==> src/rtl/tf_survivor.sv <==
module tf_survivor #(
  parameter int M = 2,
  parameter int L = 8
) (
  input  logic              clk,
  input  logic              rst_n,
  input  logic              in_valid,
  input  logic [(1<<M)-1:0] in_dec,
  output logic              bit_valid,
  output logic              bit_out
);
  localparam int N  = 1 << M;
  localparam int NB = L / M;
  localparam int AW = (NB > 1) ? $clog2(NB) : 1;
  localparam int PW = (M > 1) ? $clog2(M) : 1;
  localparam int WW = $clog2(NB + 1);

  function automatic logic [M-1:0] pred(input logic [M-1:0] s, input logic d);
    return {d, s[M-1:1]};
  endfunction

  logic [NB-1:0][N-1:0][M-1:0] bank;
  logic [N-1:0][M-1:0]         nxt;
  logic [NB-1:0][M-1:0]        chain;
  logic [NB-1:0]               en;
  logic [AW-1:0]               act;
  logic [PW-1:0]               phase, left;
  logic [WW-1:0]               wins;
  logic [M-1:0]                shreg, tb_state;
  logic                        last, fire;

  assign last = (phase == PW'(M-1));
  assign fire = in_valid && last && (wins == WW'(NB));

  always_comb
    for (int n = 0; n < N; n++)
      nxt[n] = (phase == '0) ? pred(M'(n), in_dec[n])
                             : bank[act][pred(M'(n), in_dec[n])];

  assign chain[0] = nxt[0];
  for (genvar k = 1; k < NB; k++) begin : g_tb
    assign chain[k] = bank[AW'((int'(act) + NB - k) % NB)][chain[k-1]];
  end
  assign tb_state = chain[NB-1];

  for (genvar b = 0; b < NB; b++) begin : g_en
    assign en[b] = in_valid && (act == AW'(b));
  end

  always_ff @(posedge clk or negedge rst_n)
    if (!rst_n) bank <= '0;
    else
      for (int b = 0; b < NB; b++)
        if (en[b]) bank[b] <= nxt;

  always_ff @(posedge clk or negedge rst_n)
    if (!rst_n) begin
      phase <= '0;
      act   <= '0;
      wins  <= '0;
    end else if (in_valid) begin
      if (last) begin
        phase <= '0;
        act   <= (act == AW'(NB-1)) ? '0 : act + 1'b1;
        if (wins != WW'(NB)) wins <= wins + 1'b1;
      end else begin
        phase <= phase + 1'b1;
      end
    end

  always_ff @(posedge clk or negedge rst_n)
    if (!rst_n) begin
      bit_valid <= 1'b0;
      bit_out   <= 1'b0;
      shreg     <= '0;
      left      <= '0;
    end else if (fire) begin
      bit_valid <= 1'b1;
      bit_out   <= tb_state[M-1];
      shreg     <= tb_state << 1;
      left      <= PW'(M-1);
    end else if (left != '0) begin
      bit_valid <= 1'b1;
      bit_out   <= shreg[M-1];
      shreg     <= shreg << 1;
      left      <= left - 1'b1;
    end else begin
      bit_valid <= 1'b0;
    end
endmodule

==> config.mk <==
export PLATFORM = sky130hd
export DESIGN_NAME = tf_survivor
export DESIGN_NICKNAME = d
export VERILOG_FILES = /design/src/rtl/tf_survivor.sv
export SDC_FILE = /design/constraint.sdc
export NUM_CORES = 1
export LEC_CHECK = 0
export ABC_AREA = 0
export ABC_CLOCK_PERIOD_IN_PS = 4100
export BUFFER_PORTS_ARGS = -buffer_cell sky130_fd_sc_hd__buf_4
export CAP_MARGIN = 20
export CORE_ASPECT_RATIO = 0.75
export CORE_MARGIN = 4
export CORE_UTILIZATION = 35
export DETAILED_ROUTE_END_ITERATION = 16
export SLEW_MARGIN = 20
export SYNTH_ARGS = -nofsm -noshare
export SYNTH_HDL_FRONTEND = slang
export SYNTH_SLANG_ARGS = --single-unit
==> constraint.sdc <==
create_clock -name clk -period 4.1 [get_ports clk]
set_input_delay 0.41 -clock clk [delete_from_list [all_inputs] [get_ports clk]]
set_output_delay 0.41 -clock clk [all_outputs]
set_load 0.01 [all_outputs]
# Word-level counts from Yosys, hierarchy flattened
# Cells that the tools add are included.
totals:
  output_inout_bits: 2
  ff_bits: 43
  elab_cells: 96
  in_bits: 7
op_classes:
  order_cmp: 11
  n_addsub: 8
  eq_ne: 5
  n_mux: 39
  reduce_logical: 10
op_table:
  columns: ["operator", "count"]
  rows:
  - ["$bmux W8 S2", 4]
  - ["$mux W8", 7]
  - ["$mux W2", 18]
  - ["$lt A2 B3 Y1 const B", 8]
  - ["$bmux W2 S2", 3]
  - ["$lt A2 B4 Y1 const B", 3]
  - ["$mux W1", 7]
  - ["$logic_and A1 B1 Y1", 6]
  - ["$sub A2 B2 Y2 const B", 3]
  - ["$add A2 B1 Y2 const B", 2]
  - ["$eq A2 B2 Y1 const B", 2]
  - ["$add A3 B1 Y3 const B", 1]
  - ["$eq A3 B3 Y1 const B", 1]
  - ["$ne A3 B3 Y1 const B", 1]
  - ["$reduce_and A3 Y1", 1]
  - ["$eq A2 B1 Y1 const B", 1]
  - ["$logic_not A2 Y1", 1]
  - ["$reduce_and A2 Y1", 1]
  - ["$reduce_bool A2 Y1", 1]
  - ["$add A1 B1 Y1 const B", 1]
  - ["$sub A1 B1 Y1 const B", 1]

# Longest topological paths before layout
# Gate-level depths: netlist of run 1.
depth:
  ltp_word: 12
  depth_mapped: 13
  depth_no_buf: 9

# Worst setup path before layout of run 1
# No wires, ideal clock.
synth_timing:
  path_type: "register -> register"
  from: "reg act[1]"
  to: "reg bit_out"
  required_time_ns: 4.021
  arrival_ns: 3.540
  path_buffers: 4
  setup_ns: 0.079
  period_less_slack_ns: 3.620
  setup_slack_ns: 0.480
  path_stages_with_launch: 14
  path_cell_list: "dfrtp_1 -> buf_6 -> buf_1 -> inv_1 -> ha_1 -> clkbuf_1 -> clkbuf_1 -> mux4_2 -> mux2i_1 -> mux2_2 -> mux4_2 -> mux2i_1 -> mux2_1 -> mux2i_1"
synth_between:
  elab_chain_cells: 12
  elab_cells_between_ends: 25
  cone_classes: "4 x add/sub; 21 x mux"
synth_rtl:
  columns: ["element", "line_no", "source"]
  rows:
  - ["start: declaration", "26", "logic [AW-1:0] act;"]
  - ["start signal: assignment", "64", "act <= (act == AW'(NB-1)) ? '0 : act + 1'b1;"]
  - ["$add A2 B1 Y2 or $bmux W8 S2 (tied branches)", "42, 38", null]
  - ["$sub A2 B2 Y2 or $mux W8 (tied branches)", null, null]
  - ["$bmux W8 S2 or $mux W2 (tied branches)", "42, 38", null]
  - ["$mux W8 (not written as such) or $mux W2 (tied branches)", "42, 38", null]
  - ["$mux W8 (not written as such) or $mux W2 (tied branches)", "42, 37", null]
  - ["$bmux W2 S2", "42", "assign chain[k] = bank[AW'((int'(act) + NB - k) % NB)][chain[k-1]];"]
  - ["$mux W2 (not written as such)", "42", null]
  - ["$bmux W2 S2", "42", null]
  - ["$mux W2 (not written as such)", "42", null]
  - ["$bmux W2 S2 *", "42", null]
  - ["$mux W2 (not written as such) *", "42", null]
  - ["$mux W1 *", "77", "end else if (fire) begin"]
  - ["end signal: assignment", "79", "bit_out <= tb_state[M-1];"]
  - ["end signal: assignment", "84", "bit_out <= shreg[M-1];"]
  - ["end: declaration", "10", "output logic bit_out"]
# Mark *: on every way between the ends. The rest lies on a longest branch, timed or not. The select of a mux whose other input is x is not followed.
# A chain may end at the register's enable or synchronous reset.

# Worst setup path after layout of run 1
# Same ends and word-level chain as after synthesis.

==> results.md, run 1 <==
- The initial antenna violation count was 0.
- The clock root buffer is sky130_fd_sc_hd__clkbuf_8.
- In this run the tightest slew margin relative to its limit is 58.0%.
- Fill cells in the final layout number ~720.
- The net count of the finished layout is between 200 and 250.
- The synthesized design contains 42 register bits.
- The pre-antenna-repair detailed-routing pass consisted of 4 iterations.
- The library cells used most frequently in the layout, excluding fill and tap cells, are 41 x sky130_fd_sc_hd__dfrtp_1, 37 x sky130_fd_sc_hd__nand2_1, 31 x sky130_fd_sc_hd__mux4_2.
- The cell count after synthesis came out at about 220.
- The synthesis-to-finish area growth is 10.1%.
- Walking the worst path, the cells encountered are mux4_1 > nand2b_1 > a21oi_4 > mux2i_1 > mux2_4 > mux4_2 > mux2i_1 > mux2_1 > mux2i_1.
- The worst-path cell with the longest stage delay is sky130_fd_sc_hd__dfrtp_1.
- The initialized floorplan defines 27 standard-cell rows.
- In this run the biggest area consumer among cell types represents between 30 and 40% of the synthesized area.
- The leakage power figure is 0.00127 uW.
- By area the synthesized netlist is led by sky130_fd_sc_hd__dfrtp_1 39%, sky130_fd_sc_hd__mux4_2 26%, sky130_fd_sc_hd__mux2i_1 7.0%.
- Derived from the worst setup path, the maximum achievable clock frequency is about 0.29 GHz.
- For this configuration, the core starts out at a cell density of between 30 and 40%.
- The number of cells traversed by the worst register-to-register path is 9.
- The critical path's largest stage delay is between 0.6 and 0.7 ns.
- At the placement stage, the worst setup path has a slack of roughly 0.65 ns.
- The die boundary height is about 84 um.
- After clock tree synthesis, the clock-pin slew on the worst setup and hold paths is approximately 0.080 ns.
- The final estimated routing congestion in global placement is approximately 0.82.
- The final period utilization is 84.7%.
- The net count after synthesis is 232.
- The largest delay contributor family on the critical path is multiplexers.
- The final number of max-transition violations is 0.
- The worst setup path is of the reg2reg kind.
- The first-pass GRT wire length is about 10 mm.
- The largest fanout on the critical path is 11.
- The share of async-settable or async-resettable flops after synthesis is 100%.
- The number of max-cap violations is 0.
- The I/O pin total is 9.
- The H-tree depth is 2.
- The maximum number of pins on one net before global-route repair is 43.
- The finished cells cover 2980 um^2.
- For this block, the initial DRC count from the detailed router was between 100 and 150.
- The clock drives 42 sinks.
- The worst setup path is captured at a flop.
- The floorplan step defined a die boundary enclosing just over 9000 um^2.
- The TritonCTS clock tree is done.
- The remaining antenna violation count after routing is 0.
- The count of cells in the finished layout, fillers not included, comes to about 330.
- Buffers added to address setup during post-CTS repair amount to 0.
- The post-synthesis cell type with the largest combined area is sky130_fd_sc_hd__dfrtp_1.
- The global routing usage summed across all routing layers is 14.9%.
- The Yosys step of the flow raised 0 warnings.
- Setup violations remaining at the end of the flow were counted as 0.
- In this run the register-to-register setup slack is 0.63 ns.
- The DRC violations left is 0.
- Once routing completed, OpenROAD measured the worst setup slack at about 0.63 ns.
- The arrival time at the worst endpoint is roughly 3.7 ns.
- The most common flop cell mapped by yosys is sky130_fd_sc_hd__dfrtp_1.
- Adding up every negative setup slack in the final design gives 0 ns.
- The worst reg2reg path endpoint is bit_out$_DFFE_PN0P_.
- The power after layout is about 2800 uW.
- The run finished with clean final reports.
- The slew at the pin with the worst max-slew slack is between 0.6 and 0.7 ns.
- No sink is reached through more buffers than the 2 on the longest clock path.
- The number of buffers and inverters on the critical path is 0.
- Summed over all layers, the global routing overflow is 0.
- The width of the die is between 100 and 150 um.
- STA classifies the critical path startpoint as a flop.
- The most common cell after layout, fill and taps aside is sky130_fd_sc_hd__dfrtp_1.
- The detailed-placement wirelength estimate is around 4.4 mm.
- The hold buffer count at cts is 0.
- Summing every instance area after synthesis gives roughly 2700 um^2.
- Counting stages on the worst path, the most repeated cell is sky130_fd_sc_hd__mux2i_1.
- The synthesized area divided by synthesized cell count is 12.3 um^2.
- In the final routed layout, each cell accounts on average for between 15 and 20 um.
- The via count of the first global-routing pass is about 1.8k.
- The number of enable-type register cells in the synthesized netlist is 0.
- The final period demand of the worst path is around 3.5 ns.
- For this block, the routed nets add up to approximately 6.3 mm of wire.
- Setup repair after global routing left no endpoint under its margin.
- Yosys mapped the design onto 33 distinct sky130hd cell types.
- The via count normalized by instance count is about 5.6.
- The clock insertion delay at the later pin of the skew report is 0.30 ns.
- The fraction of layout cells with a size suffix above 1 is roughly 27%.
- The number of antenna diodes is 0.
- The placed instances occupy a cell area of 2860 um^2.
- The number of endpoints with negative hold slack in the final report came to 0.
- The CTS buffer count is 5.
- The worst min-delay path category is in2async.
- Gates resized during post-CTS repair numbered 0.
- For the worst setup path, the data required time is between 4 and 5 ns.
- The startpoint of the lowest-slack register-to-register path is act[1]$_DFFE_PN0P_.
- The part of the Yosys area used for sequential elements is approximately two fifths.
- The number of I/O port buffers is 8.
- The maximum clock skew at final layout is ~0.0070 ns.
- After floorplanning, the core was sized to cover between 7000 and 8000 um^2.
- The power density over the cells is 946 nW/um^2.
- The total instance count after detailed placement is roughly 320.
- VDD sags by at most 0.313 mV.
- The routed via count is 1,818.
==> Yosys cell counts, types with 2 or more instances <==
cell and instances:
sky130_fd_sc_hd__clkbuf_1 10, sky130_fd_sc_hd__o21ai_1 4, sky130_fd_sc_hd__and2_1 3, sky130_fd_sc_hd__a31oi_1 2, sky130_fd_sc_hd__mux4_1 2, sky130_fd_sc_hd__nor2_1 6, sky130_fd_sc_hd__nand2b_1 2, sky130_fd_sc_hd__nand2_1 37
sky130_fd_sc_hd__dfrtp_1 42, sky130_fd_sc_hd__inv_1 5, sky130_fd_sc_hd__buf_1 2, sky130_fd_sc_hd__ha_1 6, sky130_fd_sc_hd__mux2_2 7, sky130_fd_sc_hd__o21ai_0 24, sky130_fd_sc_hd__mux4_2 31, sky130_fd_sc_hd__mux2i_1 19
==> stage by stage <==
stage	hold WS, ns	util (%)
CTS	0.115	40.1
detailed placement	0.440	38.5
global placement	0.430	38.5
finish	0.0890	40.1
global route	0.134	40.1
floorplan	0.114	-
==> how the worst max path moves through the flow <==
stage	cells past startpoint	from	endpoint	slack [ns]
after floorplan	13	act[1]$_DFFE_PN0P_	bit_out$_DFFE_PN0P_	0.48
after detailed placement	9	act[1]$_DFFE_PN0P_	bit_out$_DFFE_PN0P_	0.65
after CTS	9	act[1]$_DFFE_PN0P_	bit_out$_DFFE_PN0P_	0.62
after global routing	9	act[1]$_DFFE_PN0P_	bit_out$_DFFE_PN0P_	0.37
final	9	act[1]$_DFFE_PN0P_	bit_out$_DFFE_PN0P_	0.63
after global placement	9	act[1]$_DFFE_PN0P_	bit_out$_DFFE_PN0P_	0.77
==> layout make-up <==
class / count / area (um^2) / area share (%)
Clock inverter: 1 / 30.0 / 1.01
Clock buffer: 7 / 86.3 / 2.90
Tap cell: 101 / 126 / 4.25
Inverter: 5 / 18.8 / 0.631
Sequential cell: 42 / 1050 / 35.4
Multi-Input combinational cell: 158 / 1570 / 52.8
Timing Repair Buffer: 12 / 90.1 / 3.03
==> power breakdown <==
part / internal (uW) / switching [uW] / total, uW
combinational: 879 / 729 / 1610
clock: 199 / 149 / 348
sequential: 597 / 262 / 859
total: 1670 / 1140 / 2810
==> cell families after synthesis <==
family / after synthesis / share of synthesized area (%)
muxes: 61 / 38.7
DFF: 42 / 38.9
adders and majority gates: 6 / 2.78
AOI/OAI and AO/OA: 34 / 7.03
buffers and inverters: 19 / 2.96
and+or+nand+nor: 55 / 9.02
xor gates and xnor gates: 2 / 0.648
==> layer usage <==
layer,up-vias,GRT usage [%],wire length (um)
met3,8,3.40,297
li1,834,-,-
met2,46,19.1,2590
met4,0,3.06,59
met5,-,0,0
met1,930,25.2,3370
==> flip-flops by register name, summed over array words and instances (netlist names) <==
signal,count
shreg,1
bank,32
act,2
wins,3
bit_out,1
left,1
bit_valid,1
last,1
Power figures use the tool's default switching activity.
==> run 2, diff against run 1 <==
--- a/config.mk
+++ b/config.mk
@@ -6,7 +6,7 @@
 export NUM_CORES = 1
 export LEC_CHECK = 0
 export ABC_AREA = 0
-export ABC_CLOCK_PERIOD_IN_PS = 4100
+export ABC_CLOCK_PERIOD_IN_PS = 2780
 export BUFFER_PORTS_ARGS = -buffer_cell sky130_fd_sc_hd__buf_4
 export CAP_MARGIN = 20
 export CORE_ASPECT_RATIO = 0.75
==> constraint.sdc (replaced) <==
create_clock -name clk -period 2.78 [get_ports clk]
set_input_delay 0.278 -clock clk [delete_from_list [all_inputs] [get_ports clk]]
set_output_delay 0.278 -clock clk [all_outputs]
set_load 0.01 [all_outputs]
==> run 2 against run 1 <==
Against the previous run:
- the flow now finishes with violations (negative setup slack)
- worst setup slack worse by 0.81 ns
- via count up 5.4%
- clock skew down 0.0041 ns
- wire length up 3.4%
- die area unchanged
- sequential share of layout area down 2.0 points
- highest routed layer is now met5
- worst hold slack better by 0.12 ns
==> results.md, run 2 (synthesized netlist as in run 1, its figures left out) <==
- The flow ran to the end, but the final reports show violations.
- The checks that failed: negative setup slack.
- The final period demand of the worst path is about 3.0 ns.
- The final period utilization is 106%.
- For this design the static power due to leakage is between 0.001 and 0.0015 uW.
- The routed layout has 1,916 vias.
- In the final routed layout, each cell accounts on average for approximately 19 um.
- The final estimated routing congestion in global placement is about 0.81.
- The clock insertion delay at the later pin of the skew report is between 0.3 and 0.4 ns.
- Dividing total power by cell area gives a power density of 1410 nW/um^2.
- The switching share of power is 39.0%.
- Setup repair after global routing could not meet its margin everywhere.
- The normalized max-slew margin is around three fifths.
- The flip-flop count of the largest register, all copies and words added is 32.
- The width of the die is roughly 110 um.
- The detail route stage leaves a number of antenna-violating nets equal to 0.
- The CTS sink count is between 40 and 50.
- TritonCTS built the clock tree.
- The first routing iteration left approximately 120 violations.
- The initialized floorplan defines 27 standard-cell rows.
- For this run, the number of standard cells in the final layout without fillers is between 300 and 400.
- The number of endpoints with negative hold slack in the final report came to 0.
- The first global-routing pass estimated about 11 mm of wire.
- The share of total power in combinational logic is ~63%.
- The share of power burned in registers is between 20% and 30%.
- In the layout the commonest cells are 40 x sky130_fd_sc_hd__dfrtp_1, 37 x sky130_fd_sc_hd__nand2_1, 35 x sky130_fd_sc_hd__buf_4.
- The post-route netlist has between 30% and 40% of its cells at a drive strength greater than 1.
- In the final layout, the registers with the most flip-flops are bank: 32 flops, wins: 3 flops, act: 2 flops.
- The CTS clock-pin slew for the worst setup and hold paths is around 0.08 ns.
- The total detailed-routing wirelength is 6.52 mm.
- The pre-antenna-repair detailed-routing pass consisted of 4 iterations.
- The finished cells cover roughly 3200 um^2.
- In this run the count of I/O pins placed on the die edge is 9.
- In this design, the stage delay of the slowest critical-path cell is just under 0.6 ns.
- The clock root buffer is sky130_fd_sc_hd__clkbuf_8.
- The worst path required time is 3.01 ns.
- The worst-case IR drop observed on VDD is slightly below 0.5 mV.
- The largest delay contributor family on the critical path is multiplexers.
- The number of antenna diodes is 0.
- The via count of the first global-routing pass is slightly below 2k.
- In this run the worst path has a maximum fanout of 5.
- Walking the worst path, the cells encountered are mux4_2 > and3b_4 > a21oi_4 > mux2i_1 > mux2_4 > mux4_2 > mux2i_1 > mux2_4 > mux2i_1.
- The most common cell after layout, fill and taps aside is sky130_fd_sc_hd__dfrtp_1.
- Among all stages on the critical path, the largest delay is contributed by sky130_fd_sc_hd__mux4_2.
- The number of I/O port buffers is 8.
- The DRC violations left is 0.
- The core footprint is approximately 7400 um^2.
- The post-placement cell area is 3030 um^2.
- Before CTS, the worst setup slack after placement is -0.380 ns.
- Dividing the detail-routed via count by the number of cells gives between 5 and 6.
- The initial antenna violation count is 1.
- For this run, the top clock speed supported by timing is between 0.3 and 0.4 GHz.
- The CTS buffer count is 5.
- The maximum number of pins on one net before global-route repair is 43.
- The startpoint type of the worst setup path is a flop.
- The area of the die is just over 9000 um^2.
- After legalization and detailed placement, the total HPWL measured approximately 4.7 mm.
- Global routing consumed, over all layers together, between 15 and 20% of the routing resources.
- Max-cap violations in this run came to 0.
- STA puts the critical path data arrival time at around 3.2 ns.
- The H-tree depth is 2.
- Setup violations remaining at the end of the flow were counted as 2.
- The setup path with the least slack is of type reg2reg.
- Together, buffers and inverters on the worst path number 0.
- Once placement completed, the tool counted placed cells totaling 340.
- The final net count is around 260.
- For the pin with the worst max-slew slack, the measured transition is between 0.5 and 0.6 ns.
- The final number of max-transition violations is 0.
- The worst setup path is captured at a flop.
- After layout, the worst setup slack is -0.178 ns.
- The initial utilization of the core area, before any placement, comes to around 36%.
- From bottom edge to top edge, the die measures about 84 um.
- The synthesis-to-finish area growth is 16.9%.
- The cell-internal power is around 2700 uW.
- Summed over all nets, the switching power comes to 1740 uW.
- The min-delay analysis places its worst path in the category in2reg.
- The total congestion overflow is 0.
- The post-route setup TNS is -0.327 ns.
- The number of buffers on the longest clock path is 2.
- The register with the most flip-flops is bank.
- By instance count, the cell type seen most on the critical path is sky130_fd_sc_hd__mux2i_1.
- The clock arrives with 0.00285 ns of skew.
- Of the total power, the clock network draws 11.1%.
==> run 2: repair_timing <==
action,CTS,global route
endpoints found under the setup margin,2,2
pin swaps,1,0
hold endpoints to repair,42,0
setup buffers,1,0
gates resized for setup,3,1
hold buffers,1,0
==> run 2: routing by layer <==
layer / vias to the layer above / share of wire (%) / GRT usage [%]
met5: - / 0.29 / 0
met4: 2 / 0.87 / 3.96
met3: 9 / 7.4 / 3.87
met2: 67 / 43 / 20.4
met1: 962 / 49 / 25.8
li1: 876 / - / -
==> run 2: final cells by class <==
class | instances | area (um^2)
clock inverters | 1 | 30.0
repair buffers | 36 | 273
fillers | 700 | 4270
inverters | 5 | 18.8
clock buffers | 7 | 76.3
well taps | 101 | 126
multi-input cells | 158 | 1580
flip-flops and latches | 42 | 1050
==> run 2: power by group through the flow <==
stage	Sequential [uW]	Clock, uW	Combinational (uW)
after CTS	1160	505	2820
after global placement	1150	0	2730
after floorplan	1090	0	2050
after detailed placement	1170	0	2780
final	1160	497	2810
after global routing	1210	535	3070
==> run 2: worst paths after layout <==
| path | start | to | slack [ns] | cells past startpoint |
|---|---|---|---|---|
| min | in_valid | last$_DFFE_PN0P_ | 0.21 | 2 |
| max reg2reg | act[1]$_DFFE_PN0P_ | bit_out$_DFFE_PN0P_ | -0.18 | 9 |
| max in group asynchronous | rst_n | act[1]$_DFFE_PN0P_ | 1.87 | 2 |
| min in group asynchronous | rst_n | wins[0]$_DFFE_PN0P_ | 0.49 | 2 |
| min reg2reg | left$_DFF_PN0_ | bit_valid$_DFF_PN0_ | 0.50 | 2 |
| max | act[1]$_DFFE_PN0P_ | bit_out$_DFFE_PN0P_ | -0.18 | 9 |
==> run 2: per-stage QoR <==
step / hold WS (ns) / power, uW / util (%)
2_1_floorplan: -0.0176 / 3140 / -
3_3_place_gp: 0.302 / 3880 / 40.8
4_1_cts: 0.210 / 4480 / 42.5
5_1_grt: 0.214 / 4820 / 42.5
3_5_place_dp: 0.307 / 3950 / 40.8
6_report: 0.211 / 4470 / 42.5
